===== config.mk =====
export PLATFORM = sky130hd
export DESIGN_NAME = tri_wire_cfg_port
export DESIGN_NICKNAME = d
export VERILOG_FILES = /design/src/rtl/tri_wire_cfg_port.sv
export SDC_FILE = /design/constraint.sdc
export NUM_CORES = 1
export LEC_CHECK = 0
export BUFFER_PORTS_ARGS = -buffer_cell sky130_fd_sc_hd__buf_2
export CELL_PAD_IN_SITES_DETAIL_PLACEMENT = 1
export CELL_PAD_IN_SITES_GLOBAL_PLACEMENT = 2
export CORE_MARGIN = 2
export CORE_UTILIZATION = 32
export CTS_CLUSTER_DIAMETER = 100
export DETAILED_ROUTE_END_ITERATION = 8
export PLACE_DENSITY_LB_ADDON = 0.1
export SLEW_MARGIN = 20
export SYNTH_ARGS = -nofsm -noshare
export SYNTH_HDL_FRONTEND = slang
export SYNTH_SLANG_ARGS = --single-unit

===== constraint.sdc =====
create_clock -name clk -period 2.4 [get_ports clk]
set_clock_uncertainty 0.05 [all_clocks]
set_input_delay 0.24 -clock clk [delete_from_list [all_inputs] [get_ports clk]]
set_output_delay 0.24 -clock clk [all_outputs]
set_load 0.1 [all_outputs]

===== src/rtl/tri_wire_cfg_port.sv =====
module tri_wire_cfg_port #(
  parameter int NREG = 16,
  parameter int DW = 8,
  parameter int AW = 7,
  parameter int SPECIAL_ADDR = 10,
  parameter logic [DW-1:0] MAGIC = 8'h5A,
  parameter logic [DW-1:0] DEF_MASK = 8'hA0,
  parameter int SYNC = 2
) (
  input  logic clk,
  input  logic rst_n,
  input  logic cs_n,
  input  logic sclk,
  input  logic sdio_in,
  output logic sdio_out,
  output logic sdio_oe,
  output logic [NREG*DW-1:0] cfg_regs
);
  localparam int FRAME = 1 + AW + DW;
  localparam int CW = $clog2(FRAME + 1);
  localparam int IW = $clog2(NREG);
  localparam logic [CW-1:0] CTL_LAST = CW'(AW);
  localparam logic [CW-1:0] DAT_FIRST = CW'(AW + 1);
  localparam logic [CW-1:0] LAST = CW'(FRAME - 1);
  localparam logic [CW-1:0] FULL = CW'(FRAME);
  localparam logic [AW-1:0] SPA = AW'(SPECIAL_ADDR);

  function automatic logic [NREG*DW-1:0] defaults();
    logic [NREG*DW-1:0] v;
    for (int i = 0; i < NREG; i++)
      v[i*DW +: DW] = (i == SPECIAL_ADDR) ? '0 : (DW'(i) ^ DEF_MASK);
    return v;
  endfunction

  function automatic logic implemented(input logic [AW-1:0] a);
    return (int'(a) < NREG) && (a != SPA);
  endfunction

  logic [SYNC-1:0] cs_q, ck_q, di_q;
  logic cs_s, ck_s, di_s, ck_d;
  logic [CW-1:0] cnt;
  logic [FRAME-2:0] sh;
  logic rw_q, rd_mode, srst_seen;
  logic [AW-1:0] a_q;
  logic [DW-1:0] rd_sh, rd_val;
  logic [NREG*DW-1:0] cfg_q;

  assign cs_s = cs_q[SYNC-1];
  assign ck_s = ck_q[SYNC-1];
  assign di_s = di_q[SYNC-1];
  assign cfg_regs = cfg_q;

  wire rise = !cs_s && ck_s && !ck_d;
  wire fall = !cs_s && !ck_s && ck_d;
  wire [AW-1:0] ctl_addr = {sh[AW-2:0], di_s};
  wire [DW-1:0] wr_data = {sh[DW-2:0], di_s};
  wire frame_end = rise && (cnt == LAST) && !rw_q;

  always_comb begin
    if (ctl_addr == SPA) rd_val = {srst_seen, (DW-1)'(NREG)};
    else if (implemented(ctl_addr)) rd_val = cfg_q[IW'(ctl_addr)*DW +: DW];
    else rd_val = '0;
  end

  always_ff @(posedge clk) begin
    if (!rst_n) begin
      cs_q <= '1;
      ck_q <= '0;
      di_q <= '0;
      ck_d <= 1'b0;
    end else begin
      cs_q <= {cs_q[SYNC-2:0], cs_n};
      ck_q <= {ck_q[SYNC-2:0], sclk};
      di_q <= {di_q[SYNC-2:0], sdio_in};
      ck_d <= ck_s;
    end
  end

  always_ff @(posedge clk) begin
    if (!rst_n) begin
      cnt <= '0;
      sh <= '0;
      rw_q <= 1'b0;
      a_q <= '0;
      rd_mode <= 1'b0;
      rd_sh <= '0;
      sdio_out <= 1'b0;
      sdio_oe <= 1'b0;
      srst_seen <= 1'b0;
      cfg_q <= defaults();
    end else if (cs_s) begin
      cnt <= '0;
      rd_mode <= 1'b0;
      sdio_oe <= 1'b0;
    end else begin
      if (rise && cnt < FULL) begin
        cnt <= cnt + 1'b1;
        sh <= {sh[FRAME-3:0], di_s};
        if (cnt == CTL_LAST) begin
          rw_q <= sh[AW-1];
          rd_mode <= sh[AW-1];
          a_q <= ctl_addr;
          rd_sh <= rd_val;
        end
        if (cnt == LAST) begin
          rd_mode <= 1'b0;
          sdio_oe <= 1'b0;
          if (!rw_q) begin
            if (a_q == SPA && wr_data == MAGIC) begin
              cfg_q <= defaults();
              srst_seen <= 1'b1;
            end else if (implemented(a_q)) begin
              cfg_q[IW'(a_q)*DW +: DW] <= wr_data;
            end
          end
        end
      end
      if (fall && rd_mode && cnt >= DAT_FIRST) begin
        sdio_oe <= 1'b1;
        sdio_out <= rd_sh[DW-1];
        rd_sh <= {rd_sh[DW-2:0], 1'b0};
      end
    end
  end

  a_r4_release_on_deselect: assert property (@(posedge clk) disable iff (!rst_n)
    cs_s |=> !sdio_oe);
  a_r5_quiet_on_write: assert property (@(posedge clk) disable iff (!rst_n)
    sdio_oe |-> rw_q);
  a_r3_turnaround_on_fall: assert property (@(posedge clk) disable iff (!rst_n)
    $rose(sdio_oe) |-> ($past(fall) && $past(cnt) == DAT_FIRST));
  a_r6_bank_changes_only_at_end: assert property (@(posedge clk) disable iff (!rst_n)
    !frame_end |=> $stable(cfg_q));
  a_r11_count_bounded: assert property (@(posedge clk) disable iff (!rst_n)
    cnt <= FULL);
endmodule


==> results.md <==
- Yosys reg bits: around 170
- Switching part of the total: between 20% and 30%
- H-tree levels: 4
- Reg power frac: 48.2%
- Total GRT Usage: a little over a quarter
- Starting density of the core: approximately 33%
- P&R area growth vs syn: 32.3%
- WS Path Type: reg -> reg
- Slew HR: between 50% and 60%
- Worst EP arrival: between 2 and 3 ns
- Startpoint types: register
- Period utilization: between 90 and 100%
- Maxcap violations: 0
- Gr ovfl total: 0
- Hold slack: roughly 0.15 ns
- Post-detailed-route count of antenna-violating nets: 0
- Master of the slowest instance on the critical path: or4_4
- Worst slew pin tran: around 0.71 ns
- Placed Area: 0.00961 mm^2
- Synth Area in Simple Gates: 19.9%
- Placed insts: between 1000 and 1500
- Wirelength, routed: approximately 35000 um
- First-pass GRT wire length: a little over 50000 um
- Vias: 7573
- Critical path cell sequence: or3_4 > inv_2 > ha_4 > nand2b_4 > or4_4 > a211oi_4 > mux2i_1 > nand2_1
- Total power draw: 5.76 mW
- Worst Hold Class: in -> reg
- Critical path startpoint: a_q[2]
- Clock share of power: about half
- Largest family of logic cells by synthesized area: compound AO/OA/AOI/OAI gates
- Post-synthesis cell area: between 0.007 and 0.008 mm^2
- Worst VDD drop: around 0.34 mV
- P_int: approximately 4.3 mW
- Post-Synthesis Cells: about 800
- # diodes: 0
- Gate power share: 2.6%
- Clock sinks: approximately 170
- DRC Markers: 0
- CTS Buf Count: 17
- FMAX: ~430 MHz
- P_sw: 1.51 mW
- Min Tclk post-route: approximately 2.3 ns
- Post-layout instance area: 0.0104 mm^2
- Maximum clock insertion buffer count: 2
- Post-synthesis mux area share: a little under an eighth
- Reg-to-Reg End: cfg_regs[7]
- Initial antenna violation count: 0
- Status: completed
- Final RePlAce weighted congestion: between 0.8 and 0.9
- Post-Layout Cell Count: between 1000 and 1500
- Fraction of layout instances using a drive strength above 1: between 30% and 40%
- Die area: 0.0259 mm^2
- RSZ-0062 raised after global routing: yes
- Port-buffer cells: between 100 and 150
- Syn avg cell area: approximately 10 um^2
- Max-slew violations: 0
- Post-synth ARST share: 0%
- Die Height: roughly 160 um
- Die outline width: approximately 160 um
- Core area: approximately 0.024 mm^2
- TritonRoute pass-1 iters: 5
- NumNets Final: 1027
- Fin. Hold Viols: 0
- Crit Reg-Reg Startpoint: a_q[2]
- Avg WL per Cell: between 20 and 30 um
- Count of cell types in the netlist: 76
- Root buf cell: clkbuf_16
- Post-Synth XOR/XNOR Area: 0.555%
- Ys Warns: 0
- CTS tree: done
- Worst-skew pair later-pin latency: roughly 0.45 ns
- Slowest stage delay, CP: about 0.42 ns
- Setup crit end kind: register
- Pwr Density: 552 mW/mm^2
- Largest net degree at the start of global routing: 41
- Reg-to-reg slack, setup: 0.07 ns
- LEAKAGE: ~4 nW
- Sequential area share after synthesis: between 40% and 50%
- Worst Reg-to-Reg Cells: 8
- Vias in the first global route: 7849
- Row cnt: 57
- Setup Viol. Count Final: 0
- Post-DP HPWL: about 27000 um
- Synth Net Count: between 800 and 900
- Setup crit end: cfg_regs[7]
- WP data required: between 2 and 3 ns
- Detailed router's first-iteration violation count: between 400 and 500
- Post-synth EDFFs: 0
- IO Count: 135
- Synth Area in Compound Gates: between 20% and 30%
- Primary FF master, synth: dfxtp_1
- Adder-cell share of the synthesized area: less than 1%
- Via density: roughly 5.6
- Critical Path Fanout Max: 6
- Clock-pin slew on the worst setup and hold paths: ~0.070 ns
-- layout make-up --
type / instances / area (um^2)
sequential: 167 / 3350
clock buffer: 18 / 439
inverter: 16 / 60.1
clock inverter: 14 / 150
multi-input combinational: 564 / 4430
fill: 2754 / 13800
timing repair buffer: 251 / 1600
tap: 324 / 405
-- through the flow --
| step | setup TNS [ns] | util (%) | setup WS [ns] |
|---|---|---|---|
| 4_1_cts | 0 | 42.4 | 0.0186 |
| 3_3_place_gp | -1.71 | 39.6 | -0.206 |
| 3_5_place_dp | -1.83 | 39.6 | -0.219 |
| 6_report | 0 | 43.0 | 0.0689 |
| 2_1_floorplan | 0 | - | 0.0134 |
| 5_1_grt | -0.0894 | 43.0 | -0.0245 |
-- critical path: cells and delay by family, from the launching register on --
| family | cells | cell delay [ns] |
|---|---|---|
| fa+ha+maj | 1 | 0.21 |
| compound gates | 1 | 0.32 |
| simple gates | 4 | 1.00 |
| buf+inv | 1 | 0.08 |
| mux | 1 | 0.23 |
| flops | 1 | 0.32 |
-- cells in the final DEF (no fill, tap or decap), drive strengths merged, types with 13 or more instances in the layout --
cell     count
o21ai       26
a21oi       19
inv         26
a2bb2oi     15
mux2i       21
mux4        29
clkbuf      18
nor2b       17
o22ai       13
nor2        36
dfxtp      167
nor3        17
nand3       23
a21boi      18
nand2      103
buf        248
a22o        39
nand2b      15
o22a        13
-- worst min path at each step --
stage,from,end,slack (ns),depth (start not counted)
floorplan,cs_n,cs_q[0],0.29,1
global placement,cs_q[0],cs_q[1],0.36,1
detailed placement,cs_q[0],cs_q[1],0.36,1
CTS,rst_n,srst_seen,0.13,2
global route,rst_n,srst_seen,0.16,2
finish,rst_n,srst_seen,0.15,2
-- power by group through the flow --
stage	Combinational [mW]	Sequential [mW]	Clock [mW]
floorplan	0.0935	2.84	0
global placement	0.142	2.84	0
detailed placement	0.145	2.84	0
CTS	0.150	2.78	2.86
global route	0.162	2.78	2.97
finish	0.151	2.78	2.83
-- synthesized netlist by cell type (9+ instances only) --
cell	n	share of area [%]
and2_1	12	0.95
and3_1	12	0.95
mux4_2	29	8.3
a2bb2oi_1	15	1.7
nor3_1	15	0.95
nand2b_1	15	1.2
o22a_1	13	1.4
o211ai_1	10	0.95
nand3_1	20	1.3
o21ai_0	21	1.3
a22o_1	39	4.3
clkbuf_1	29	1.4
dfxtp_1	167	42
nor4_1	10	0.79
mux2i_1	21	2.7
nor2b_1	17	1.3
nor2_1	34	1.6
inv_1	16	0.76
a21boi_0	16	1.5
a21oi_1	18	1.1
buf_2	16	1.0
o22ai_1	13	1.0
or3_1	9	0.71
nand2_1	102	4.9
-- registers in the layout, indices dropped and copies added (netlist names) --
name and count:
sdio_out 1, srst_seen 1, sdio_oe 1, a_q 7, sh 7, cs_q 2, rw_q 1, ck_d 1
di_q 2, cfg_regs 128, ck_q 2, rd_sh 8, cnt 5, rd_mode 1
-- cell families (layout without fill, tap and decap cells) --
group / after synthesis / after routing
compound gates: 213 / 213
fa+ha+maj: 5 / 5
xor+xnor: 5 / 5
simple gates: 287 / 287
buf+inv: 70 / 299
mux: 54 / 54
flops: 167 / 167
-- timing repair --
action | in CTS | in global routing
setup endpoints to repair | 28 | 91
hold endpoints to repair | 3 | 0
resized for setup | 14 | 26
buffers inserted | 0 | 3
hold buffers | 3 | 0
pin swaps | 3 | 4
-- routing by layer --
layer / global-route usage (%) / wire length (um) / vias to the layer above
li1: - / - / 3421
met1: 35.9 / 15800 / 3894
met2: 44.1 / 16500 / 219
met3: 5.48 / 1750 / 39
met4: 6.94 / 630 / 0
met5: 0 / 0 / -
No activity file was read; power rests on OpenSTA's default activity.
